==> src/rtl/boot_seq_pkg.sv <==
`timescale 1ns/1ps
package boot_seq_pkg;

  typedef enum logic [2:0] {
    ST_POR, ST_BOR, ST_PWRT, ST_OSCD, ST_OST, ST_LOCK, ST_RUN, ST_WARM
  } seq_state_e;

  typedef struct packed {
    logic oscd;
    logic ost;
    logic pll;
  } mode_flags_t;

  function automatic int unsigned imax(int unsigned a, int unsigned b);
    return (a > b) ? a : b;
  endfunction

endpackage

==> src/rtl/osc_mode_dec.sv <==
`timescale 1ns/1ps
module osc_mode_dec
  import boot_seq_pkg::*;
(
  input  logic [2:0]  mode_i,
  output mode_flags_t flags_o
);
  always_comb begin
    unique case (mode_i)
      3'd0:    flags_o = '{oscd: 1'b1, ost: 1'b0, pll: 1'b0};
      3'd1:    flags_o = '{oscd: 1'b1, ost: 1'b0, pll: 1'b1};
      3'd2:    flags_o = '{oscd: 1'b1, ost: 1'b1, pll: 1'b0};
      3'd3:    flags_o = '{oscd: 1'b1, ost: 1'b1, pll: 1'b1};
      3'd4:    flags_o = '{oscd: 1'b0, ost: 1'b0, pll: 1'b0};
      3'd5:    flags_o = '{oscd: 1'b0, ost: 1'b0, pll: 1'b1};
      3'd6:    flags_o = '{oscd: 1'b1, ost: 1'b1, pll: 1'b0};
      default: flags_o = '{oscd: 1'b1, ost: 1'b0, pll: 1'b0};
    endcase
  end
endmodule

==> src/rtl/seq_timer.sv <==
`timescale 1ns/1ps
module seq_timer #(
  parameter int unsigned W = 11
) (
  input  logic         clk_i,
  input  logic         rst_ni,
  input  logic         clr_i,
  input  logic         inc_i,
  input  logic [W-1:0] target_i,
  output logic         done_o
);
  logic [W-1:0] cnt_q;

  // done on the increment that reaches target (target >= 1)
  assign done_o = inc_i && (cnt_q == target_i - W'(1));

  always_ff @(posedge clk_i or negedge rst_ni) begin
    if (!rst_ni)     cnt_q <= '0;
    else if (clr_i)  cnt_q <= '0;
    else if (inc_i)  cnt_q <= cnt_q + W'(1);
  end


  clr_zero_chk: assert property (@(posedge clk_i) disable iff (!rst_ni)
    clr_i |=> cnt_q == '0);
endmodule

==> src/rtl/seq_ctrl.sv <==
`timescale 1ns/1ps
module seq_ctrl
  import boot_seq_pkg::*;
#(
  parameter int unsigned CNT_W      = 11,
  parameter int unsigned POR_TICKS  = 3,
  parameter int unsigned BOR_TICKS  = 4,
  parameter int unsigned MS_TICKS   = 2,
  parameter int unsigned OSCD_TICKS = 5,
  parameter int unsigned OST_CYCLES = 1024,
  parameter int unsigned LOCK_TICKS = 6,
  parameter int unsigned FSCM_TICKS = 3
) (
  input  logic             clk_i,
  input  logic             rst_ni,
  input  logic             tick_i,
  input  logic             osc_tick_i,
  input  logic             por_ok_i,
  input  logic             bor_ok_i,
  input  logic             warm_req_i,
  input  logic [2:0]       pwrt_sel_i,
  input  logic [2:0]       cfg_mode_i,
  input  logic             fscm_cfg_i,
  input  mode_flags_t      flags_i,
  input  logic             stage_done_i,
  output logic [2:0]       eff_mode_o,
  output logic             tmr_clr_o,
  output logic             tmr_inc_o,
  output logic [CNT_W-1:0] tmr_target_o,
  output logic             sys_rst_o,
  output logic             osc_en_o,
  output logic             clk_ready_o,
  output logic             fscm_en_o,
  output logic [2:0]       mode_o
);
  seq_state_e state_q, state_d;
  logic [2:0] mode_q;
  logic       fscm_q;
  logic       in_hold, leave_hold;

  function automatic seq_state_e after_stage(seq_state_e s, mode_flags_t f);
    seq_state_e n;
    n = ST_RUN;
    unique case (s)
      ST_BOR, ST_PWRT: n = f.oscd ? ST_OSCD : (f.ost ? ST_OST : (f.pll ? ST_LOCK : ST_RUN));
      ST_OSCD:         n = f.ost ? ST_OST : (f.pll ? ST_LOCK : ST_RUN);
      ST_OST:          n = f.pll ? ST_LOCK : ST_RUN;
      default:         n = ST_RUN;
    endcase
    return n;
  endfunction

  assign in_hold    = (state_q == ST_BOR) || (state_q == ST_PWRT);
  assign eff_mode_o = in_hold ? cfg_mode_i : mode_q;
  assign leave_hold = in_hold && !(state_d inside {ST_POR, ST_BOR, ST_PWRT});

  always_comb begin
    state_d = state_q;
    if (!por_ok_i) begin
      state_d = ST_POR;
    end else if (state_q == ST_POR) begin
      if (stage_done_i) state_d = ST_BOR;
    end else if (!bor_ok_i) begin
      state_d = ST_BOR;
    end else begin
      unique case (state_q)
        ST_BOR: if (stage_done_i)
                  state_d = (pwrt_sel_i == 3'd0) ? after_stage(ST_BOR, flags_i) : ST_PWRT;
        ST_PWRT, ST_OSCD, ST_OST, ST_LOCK:
                if (stage_done_i) state_d = after_stage(state_q, flags_i);
        ST_RUN:  if (warm_req_i) state_d = ST_WARM;
        ST_WARM: state_d = ST_RUN;
        default: state_d = ST_POR;
      endcase
    end
  end

  assign tmr_clr_o = (state_d != state_q) || !por_ok_i ||
                     ((state_q != ST_POR) && !bor_ok_i);

  always_comb begin
    unique case (state_q)
      ST_POR:  tmr_inc_o = tick_i && por_ok_i;
      ST_BOR:  tmr_inc_o = tick_i && bor_ok_i;
      ST_OST:  tmr_inc_o = osc_tick_i;
      ST_RUN:  tmr_inc_o = tick_i && !fscm_q;
      ST_WARM: tmr_inc_o = 1'b0;
      default: tmr_inc_o = tick_i;
    endcase
  end

  always_comb begin
    unique case (state_q)
      ST_POR:  tmr_target_o = CNT_W'(POR_TICKS);
      ST_BOR:  tmr_target_o = CNT_W'(BOR_TICKS);
      ST_PWRT: tmr_target_o = CNT_W'(MS_TICKS) << pwrt_sel_i;
      ST_OSCD: tmr_target_o = CNT_W'(OSCD_TICKS);
      ST_OST:  tmr_target_o = CNT_W'(OST_CYCLES);
      ST_LOCK: tmr_target_o = CNT_W'(LOCK_TICKS);
      ST_RUN:  tmr_target_o = CNT_W'(FSCM_TICKS);
      default: tmr_target_o = CNT_W'(1);
    endcase
  end

  always_ff @(posedge clk_i or negedge rst_ni) begin
    if (!rst_ni) begin
      state_q <= ST_POR;
      mode_q  <= 3'd0;
      fscm_q  <= 1'b0;
    end else begin
      state_q <= state_d;
      if (leave_hold) mode_q <= cfg_mode_i;
      if (state_d != ST_RUN)
        fscm_q <= 1'b0;
      else if (state_q == ST_RUN && stage_done_i && fscm_cfg_i)
        fscm_q <= 1'b1;
    end
  end

  assign sys_rst_o   = state_q inside {ST_POR, ST_BOR, ST_PWRT, ST_WARM};
  assign osc_en_o    = state_q inside {ST_OSCD, ST_OST, ST_LOCK, ST_RUN, ST_WARM};
  assign clk_ready_o = state_q inside {ST_RUN, ST_WARM};
  assign fscm_en_o   = fscm_q && fscm_cfg_i;
  assign mode_o      = mode_q;


  por_drop_chk: assert property (@(posedge clk_i) disable iff (!rst_ni)
    !por_ok_i |=> sys_rst_o && !osc_en_o && !clk_ready_o);

  bor_drop_chk: assert property (@(posedge clk_i) disable iff (!rst_ni)
    !bor_ok_i |=> sys_rst_o);

  ready_osc_chk: assert property (@(posedge clk_i) disable iff (!rst_ni)
    clk_ready_o |-> osc_en_o);

  release_osc_chk: assert property (@(posedge clk_i) disable iff (!rst_ni)
    $fell(sys_rst_o) |-> osc_en_o);

  mode_load_chk: assert property (@(posedge clk_i) disable iff (!rst_ni)
    !$stable(mode_o) |-> $past(sys_rst_o));

  warm_pulse_chk: assert property (@(posedge clk_i) disable iff (!rst_ni)
    (warm_req_i && clk_ready_o && !sys_rst_o && por_ok_i && bor_ok_i)
      |=> sys_rst_o && clk_ready_o && osc_en_o);

  fscm_ready_chk: assert property (@(posedge clk_i) disable iff (!rst_ni)
    fscm_en_o |-> clk_ready_o && !sys_rst_o);
endmodule

==> src/rtl/boot_sequencer.sv <==
`timescale 1ns/1ps
module boot_sequencer
  import boot_seq_pkg::*;
#(
  parameter int unsigned POR_TICKS  = 3,
  parameter int unsigned BOR_TICKS  = 4,
  parameter int unsigned MS_TICKS   = 2,
  parameter int unsigned OSCD_TICKS = 5,
  parameter int unsigned OST_CYCLES = 1024,
  parameter int unsigned LOCK_TICKS = 6,
  parameter int unsigned FSCM_TICKS = 3
) (
  input  logic       clk_i,
  input  logic       rst_ni,
  input  logic       tick_i,
  input  logic       osc_tick_i,
  input  logic       por_ok_i,
  input  logic       bor_ok_i,
  input  logic       warm_req_i,
  input  logic [2:0] pwrt_sel_i,
  input  logic [2:0] cfg_mode_i,
  input  logic       fscm_cfg_i,
  output logic       sys_rst_o,
  output logic       osc_en_o,
  output logic       clk_ready_o,
  output logic       fscm_en_o,
  output logic [2:0] mode_o
);
  localparam int unsigned MAX_V = imax(imax(imax(POR_TICKS, BOR_TICKS), imax(MS_TICKS * 128, OSCD_TICKS)),
                                       imax(imax(OST_CYCLES, LOCK_TICKS), FSCM_TICKS));
  localparam int unsigned CNT_W = $clog2(MAX_V + 1);

  mode_flags_t      flags;
  logic [2:0]       eff_mode;
  logic             tmr_clr, tmr_inc, tmr_done;
  logic [CNT_W-1:0] tmr_target;

  osc_mode_dec u_dec (
    .mode_i  (eff_mode),
    .flags_o (flags)
  );

  seq_timer #(.W(CNT_W)) u_tmr (
    .clk_i    (clk_i),
    .rst_ni   (rst_ni),
    .clr_i    (tmr_clr),
    .inc_i    (tmr_inc),
    .target_i (tmr_target),
    .done_o   (tmr_done)
  );

  seq_ctrl #(
    .CNT_W(CNT_W), .POR_TICKS(POR_TICKS), .BOR_TICKS(BOR_TICKS), .MS_TICKS(MS_TICKS),
    .OSCD_TICKS(OSCD_TICKS), .OST_CYCLES(OST_CYCLES), .LOCK_TICKS(LOCK_TICKS),
    .FSCM_TICKS(FSCM_TICKS)
  ) u_ctrl (
    .clk_i        (clk_i),
    .rst_ni       (rst_ni),
    .tick_i       (tick_i),
    .osc_tick_i   (osc_tick_i),
    .por_ok_i     (por_ok_i),
    .bor_ok_i     (bor_ok_i),
    .warm_req_i   (warm_req_i),
    .pwrt_sel_i   (pwrt_sel_i),
    .cfg_mode_i   (cfg_mode_i),
    .fscm_cfg_i   (fscm_cfg_i),
    .flags_i      (flags),
    .stage_done_i (tmr_done),
    .eff_mode_o   (eff_mode),
    .tmr_clr_o    (tmr_clr),
    .tmr_inc_o    (tmr_inc),
    .tmr_target_o (tmr_target),
    .sys_rst_o    (sys_rst_o),
    .osc_en_o     (osc_en_o),
    .clk_ready_o  (clk_ready_o),
    .fscm_en_o    (fscm_en_o),
    .mode_o       (mode_o)
  );
endmodule

==> config.mk <==
export PLATFORM = sky130hd
export DESIGN_NAME = boot_sequencer
export DESIGN_NICKNAME = d
export VERILOG_FILES = /design/src/rtl/boot_seq_pkg.sv /design/src/rtl/osc_mode_dec.sv /design/src/rtl/seq_timer.sv /design/src/rtl/seq_ctrl.sv /design/src/rtl/boot_sequencer.sv
export SDC_FILE = /design/constraint.sdc
export NUM_CORES = 1
export LEC_CHECK = 0
export BUFFER_PORTS_ARGS = -buffer_cell sky130_fd_sc_hd__buf_2
export CORE_MARGIN = 2
export CORE_UTILIZATION = 50
export DETAILED_ROUTE_END_ITERATION = 6
export GPL_TIMING_DRIVEN = 0
export PLACE_DENSITY_LB_ADDON = 0.25
export SETUP_SLACK_MARGIN = 0.3
export SLEW_MARGIN = 25
export SYNTH_ARGS = -nofsm -noshare
export SYNTH_HDL_FRONTEND = slang
export SYNTH_HIERARCHICAL = 1
export SYNTH_SLANG_ARGS = --single-unit
export TNS_END_PERCENT = 5
==> constraint.sdc <==
create_clock -name clk_i -period 7.7 [get_ports clk_i]
set_clock_uncertainty 0.2 [all_clocks]
set_input_delay 0.385 -clock clk_i [delete_from_list [all_inputs] [get_ports clk_i]]
set_output_delay 0.385 -clock clk_i [all_outputs]
set_load 0.05 [all_outputs]
[Word-level counts from Yosys, hierarchy flattened]
Index checks and enable logic that the tools add are counted.
Cells by class
  reductions and logical operators: 30
  add/subtract/negate cells: 2
  shifts and indexed selects: 1
  equal/unequal tests: 18
  mux-type cells: 21
Operator list (number)
  11-bit case mux with 6 select lines: 1
  3-bit 2-to-1 mux: 11
  11-bit 2-to-1 mux: 2
  3-bit equality test, second input constant: 7
  3-bit by 2-bit equality test with 1-bit output, second input constant: 5
  3-bit case mux with 5 select lines: 1
  3-bit case mux with 4 select lines: 1
  11-bit by 1-bit adder with 11-bit output, second input constant: 1
  11-bit equality test: 1
  2-bit by 3-bit << shifter with 11-bit output, first input constant: 1
  11-bit by 1-bit subtractor with 11-bit output, second input constant: 1
  3-bit by 1-bit equality test with 1-bit output, second input constant: 3
  1-bit logical AND: 9
  3-bit logical NOT: 3
  3-bit case mux with 3 select lines: 1
  2-bit nonzero test: 3
  3-bit nonzero test: 2
  2-bit OR reduction: 3
  1-bit case mux with 5 select lines: 1
  5-bit nonzero test: 1
  1-bit logical NOT: 4
  4-bit nonzero test: 1
  4-bit OR reduction: 1
  1-bit logical OR: 3
  4 further kinds: 5
Storage, ports and cells
  logic and storage cells: 76
  bits in registers: 18

[Longest topological paths before layout]
  depth in word-level cells: 19
  gate-level depth with buffers: 20

[Hierarchy]
The synthesis kept the hierarchy.
By module, submodules not included
  seq_timer: times used 1, cells an instance 100, area each 900.9 um^2
  seq_ctrl: times used 1, cells an instance 117, area each 898.4 um^2
  osc_mode_dec: times used 1, cells an instance 3, area each 28.8 um^2

[Worst setup path before layout]
Ideal clock, no wire load.
  path kind: register -> register
  start: reg u_ctrl.state_q[0]
  end: reg u_tmr.cnt_q[0]
  buffers on the path: 4
  arrival time: 4.428 ns
  setup time: 0.132 ns
  stages on the path, launching flop included: 18
  path slack: 2.940 ns
  period minus slack after synthesis: 4.760 ns
  required time: 7.368 ns
  cells stage by stage: dfrtp_1 clkbuf_8 clkbuf_1 nor4_1 xor2_1 xnor2_1 nand4_1 or4_4 a2111oi_2 buf_2 inv_1 a2111oi_4 a21oi_1 a31oi_2 xnor2_1 o2111ai_1 clkbuf_1 nor2_1
Between the ends
  elaborated cells on any way between the ends: 46
RTL lines
  start: declaration: RTL line seq_ctrl.sv:36  | seq_state_e state_q, state_d;
  start signal: assignment: RTL line seq_ctrl.sv:111  | state_q <= state_d;
  3-bit equality test / 3-bit logical NOT (equally long branches): RTL line seq_ctrl.sv:93  | unique case (state_q)
  2-bit OR reduction (no source line)
  11-bit case mux with 6 select lines *: RTL line seq_ctrl.sv:93
  net tmr_target[3]: RTL line boot_sequencer.sv:36  | logic [CNT_W-1:0] tmr_target;
  11-bit by 1-bit subtractor with 11-bit output *: RTL line seq_timer.sv:15  | assign done_o = inc_i && (cnt_q == target_i - W'(1));
  11-bit equality test *: RTL line seq_timer.sv:15
  1-bit logical AND *: RTL line seq_timer.sv:15
  net tmr_done: RTL line boot_sequencer.sv:35  | logic tmr_clr, tmr_inc, tmr_done;
  [... 2 more ...]
  3-bit 2-to-1 mux: RTL line seq_ctrl.sv:63  | end else if (!bor_ok_i) begin
  3-bit 2-to-1 mux *: RTL line seq_ctrl.sv:61  | end else if (state_q == ST_POR) begin
  3-bit 2-to-1 mux *: RTL line seq_ctrl.sv:59  | if (!por_ok_i) begin
  net u_ctrl.state_d[0]: RTL line seq_ctrl.sv:36
  3-bit != test *: RTL line seq_ctrl.sv:78  | assign tmr_clr_o = (state_d != state_q) || !por_ok_i ||
  1-bit logical OR * (2 in a row): RTL line seq_ctrl.sv:78
  net tmr_clr: RTL line boot_sequencer.sv:35
  11-bit 2-to-1 mux / 2-bit nonzero test (equally long branches)
  end signal: assignment: RTL line seq_timer.sv:20  | else if (inc_i) cnt_q <= cnt_q + W'(1);
  end: declaration: RTL line seq_timer.sv:12  | logic [W-1:0] cnt_q;
The timed path passes the listed nets; every way through them passes the cells marked *.
A chain may end at the register's enable or synchronous reset.

[Worst setup path after layout]
  start: reg u_ctrl.state_q[0]
  end: reg u_tmr.cnt_q[9]
Same word-level chain as after synthesis.

==> impl_results.md <==
* Clk root buf: clkbuf_4
* DRT Pass-1 Iters at 4
* Top post-synthesis cells by count: nor2_1 (26), nand2_1 (19), dfrtp_1 (18), o21ai_0 (14), xor2_1 (13)
* Sw Ratio at 0.2316
* Seq pwr share at 0.562
* Via density at ~5.7
* Power Internal at ~130 uW
* Post-Synth XOR/XNOR Area at 0.1150
* Layout cell share with drive strength beyond 1 at 0.2408
* Post-DP Area at 1998 sq um
* Final cell count without fillers at 291
* Initial antenna violation count at 0
* Count leader, synth: nor2_1
* CP bufs+invs at 5
* Mux share of post-synthesis cell area at 0.02738
* Cells on Worst Hold Path at 3
* Synthesized cell area at around 1800 sq um
* GP Congestion at just under 0.9
* Net Count, Synth at 236
* CP max stage delay at approximately 540 ps
* Clock power share at 0.336
* FF-to-FF End: u_tmr/cnt_q[9]
* Post-cts resize count at 0
* Status: finished clean
* First-pass GRT wire length at about 6800 microns
* CP required at 7670 ps
* Initial core utilization at 0.5352
* Routed vias at between 1.5k and 2k
* Seq/Total Area, Yosys at 0.2464
* PD cells at a little over 80 nW/um^2
* Ys flop type: dfrtp_1
* Antenna diodes at 0
* Final WL at 3990 microns
* Worst hold endpoint: u_ctrl/mode_o[1]
* Compound-gate portion of the synthesized area at 0.2053
* Worst reg2reg path depth at 18
* RSZ-0062 raised after global routing: no
* Die Y at 64.47 microns
* Placed cell count at between 200 and 300
* Largest family of logic cells by synthesized area: simple AND/OR/NAND/NOR gates
* Sw Pwr at between 30 and 40 uW
* Initial DRC Count at ~270
* Peak VDD IR at ~0.083 mV
* Drt drc at 0
* Total power at ~170 uW
* Drt wl/cell at between 10 and 15 microns
* CTS Sinks at 18
* Max-slew violation count at 0
* Gr ovfl total at 0
* Global-route usage over all layers at 0.2035
* EDFF count, synth at 0
* Fraction of registers with async set or reset after synthesis at 1.000
* Worst Tran Pin Value at between 800 and 900 ps
* Critical hold path startpoint: cfg_mode_i[1]
* Crit start category: register
* Antenna viol nets, final at 0
* Crit path max fanout at 10
* DP Wirelength at 3051 microns
* Die area at between 4000 and 5000 sq um
* Reg2reg setup slack at 2460 ps
* Crit path max-delay family: compound AO/OA/AOI/OAI gates
* CP arrival at 5210 ps
* Input/output buffers at 20
* Synth area leader: dfrtp_1
* Syn Area/Cell at 8.309 sq um
* Maximum Capacitance Violations at 0
* Lkg Pwr at approximately 0.86 nW
* FF+latch count, synth at 18
* Comb power frac at 0.103
* Post-route cell area at approximately 2000 sq um
* Filler Cells Inserted at about 320
* Cell variety after synth at 59
* Post-Synth Simple-Gate Area at 0.3333
* Cells after Synth at 220
* CTS buffer count at 3
* Largest net degree at the start of global routing at 19
* Warnings from Yosys at 6
* Reg clk slew, reported paths at roughly 100 ps
* Critical path's slowest cell: or4_4
* Crit path capture type: register
* CP Cell Sequence: clkbuf_8, clkbuf_1, a21oi_1, o221a_2, nor3_1, xnor2_1, nand4_1, or4_4, a2111oi_2, buf_2, inv_1, a2111oi_4, a21oi_1, a31oi_2, xnor2_1, o2111ai_1, clkbuf_1, nor2_1
* Post-Synth Adder-Cell Area at 0.01369
* Layout area overhead at 11.84%
* Post-synth top area share at 0.2464
* FF-to-FF Start: u_ctrl/state_q[0]
* H-tree Lvls at 1
* Worst skew pair latency at between 200 and 300 ps
* IO Pins at 21
* CTS tree: built
* Min-Delay Path Class: input pin to register
* Rel. slew slack at 0.4329
* Final #Nets at between 200 and 300
* Site Rows at 21
* CTS Buffer Depth at 2
* Final Hold Viols at 0
* Vias in the first global route at around 1.5k
* Area contributors post-synth: dfrtp_1 (25%), xor2_1 (6.2%), nor2_1 (5.3%), xnor2_1 (5.3%), nand2_1 (3.9%)
* Die X at about 64 microns
* Postcts setup bufs at 0
* Final Cycle Share at 0.6809
* Kind of critical path: register to register
* CORE AREA at 3416 sq um
* Fmax at 190.7 MHz
* Period minus WS final at approximately 5200 ps
* # setup viols final at 0
* Setup TNS at 0 ps
cell type report:
type | count | area (sq um) | share of cell area
multi-input cells | 182 | 1286 | 0.6291
clock buffers | 4 | 36.28 | 0.01775
flip-flops and latches | 18 | 450.4 | 0.2203
well taps | 46 | 57.56 | 0.02815
plain buffers | 10 | 66.31 | 0.03244
inverters | 10 | 37.54 | 0.01836
repair buffers | 21 | 110.1 | 0.05386
worst max-delay path by stage:
stage / startpoint / endpoint / slack (ps) / depth (start not counted)
after floorplan: u_ctrl/state_q[0] / u_tmr/cnt_q[0] / 2940 / 17
after global placement: u_ctrl/state_q[0] / u_tmr/cnt_q[6] / 2110 / 17
after detailed placement: u_ctrl/state_q[0] / u_tmr/cnt_q[4] / 2500 / 18
after CTS: u_ctrl/state_q[0] / u_tmr/cnt_q[9] / 2460 / 18
after global routing: u_ctrl/state_q[0] / u_tmr/cnt_q[5] / 2090 / 18
final: u_ctrl/state_q[0] / u_tmr/cnt_q[9] / 2460 / 18
flip-flops by register name (all words and copies together) (netlist names):
register and count:
u_ctrl/fscm_q 1, u_tmr/cnt_q 11, u_ctrl/state_q 3, u_ctrl/mode_o 3
layout by cell type, fill, tap and decap left out, types with 3 or more instances in the layout:
cell / count
nand3b_1: 4
and2_1: 4
o21ai_0: 14
mux2i_1: 5
nand2b_1: 6
xor2_1: 13
nor2_1: 26
xnor2_1: 11
buf_2: 23
nand2_1: 19
clkbuf_4: 3
dfrtp_1: 18
and3_1: 3
nand4_1: 5
a21oi_1: 4
clkbuf_1: 3
a31oi_1: 7
inv_1: 10
nor3b_1: 3
nor3_1: 4
nand3_1: 8
o211ai_2: 4
per-stage QoR:
stage	util	worst slack (ps)	hold slack [ps]
after floorplan	-	2940	-110.6
after global placement	0.5813	2105	135.9
after detailed placement	0.5850	2502	136.2
after CTS	0.5985	2458	129.6
after global routing	0.5985	2087	136.5
final	0.5985	2457	139.3
per-layer routing:
layer,share of wire,vias up,global-route usage
met3,0.054,6,0.01215
met2,0.43,54,0.3216
met1,0.50,757,0.2986
li1,-,844,-
met5,0,-,0
met4,0.0098,0,0.06383
power groups by stage:
stage | Sequential (mW) | Clock, mW | Combinational, mW
2_1_floorplan | 0.0973 | 0 | 0.00815
4_1_cts | 0.0955 | 0.0593 | 0.0175
3_5_place_dp | 0.0974 | 0 | 0.0171
5_1_grt | 0.0956 | 0.0643 | 0.0196
6_report | 0.0955 | 0.0571 | 0.0175
3_3_place_gp | 0.0974 | 0 | 0.0168
kinds of logic after synthesis:
| kind of cell | after synthesis |
|---|---|
| AOI/OAI and AO/OA | 47 |
| xor gates and xnor gates | 24 |
| adders and majority gates | 2 |
| buffers and inverters | 20 |
| DFF | 18 |
| muxes | 5 |
| other | 1 |
| and+or+nand+nor | 103 |
worst register-to-register path: stages (launching register included):
cell	delay [ps]
dfrtp_1	470
clkbuf_8	230
clkbuf_1	410
a21oi_1	80
o221a_2	310
nor3_1	500
xnor2_1	190
nand4_1	120
or4_4	540
a2111oi_2	380
buf_2	300
inv_1	120
a2111oi_4	190
a21oi_1	110
a31oi_2	290
xnor2_1	100
o2111ai_1	140
clkbuf_1	370
nor2_1	100
timing repair:
action / 4_1_cts / 5_1_grt
hold buffers: 1 / 0
endpoints found under the setup margin: 0 / 0
endpoints found under the hold margin: 18 / 0
Power figures use the tool's default switching activity.
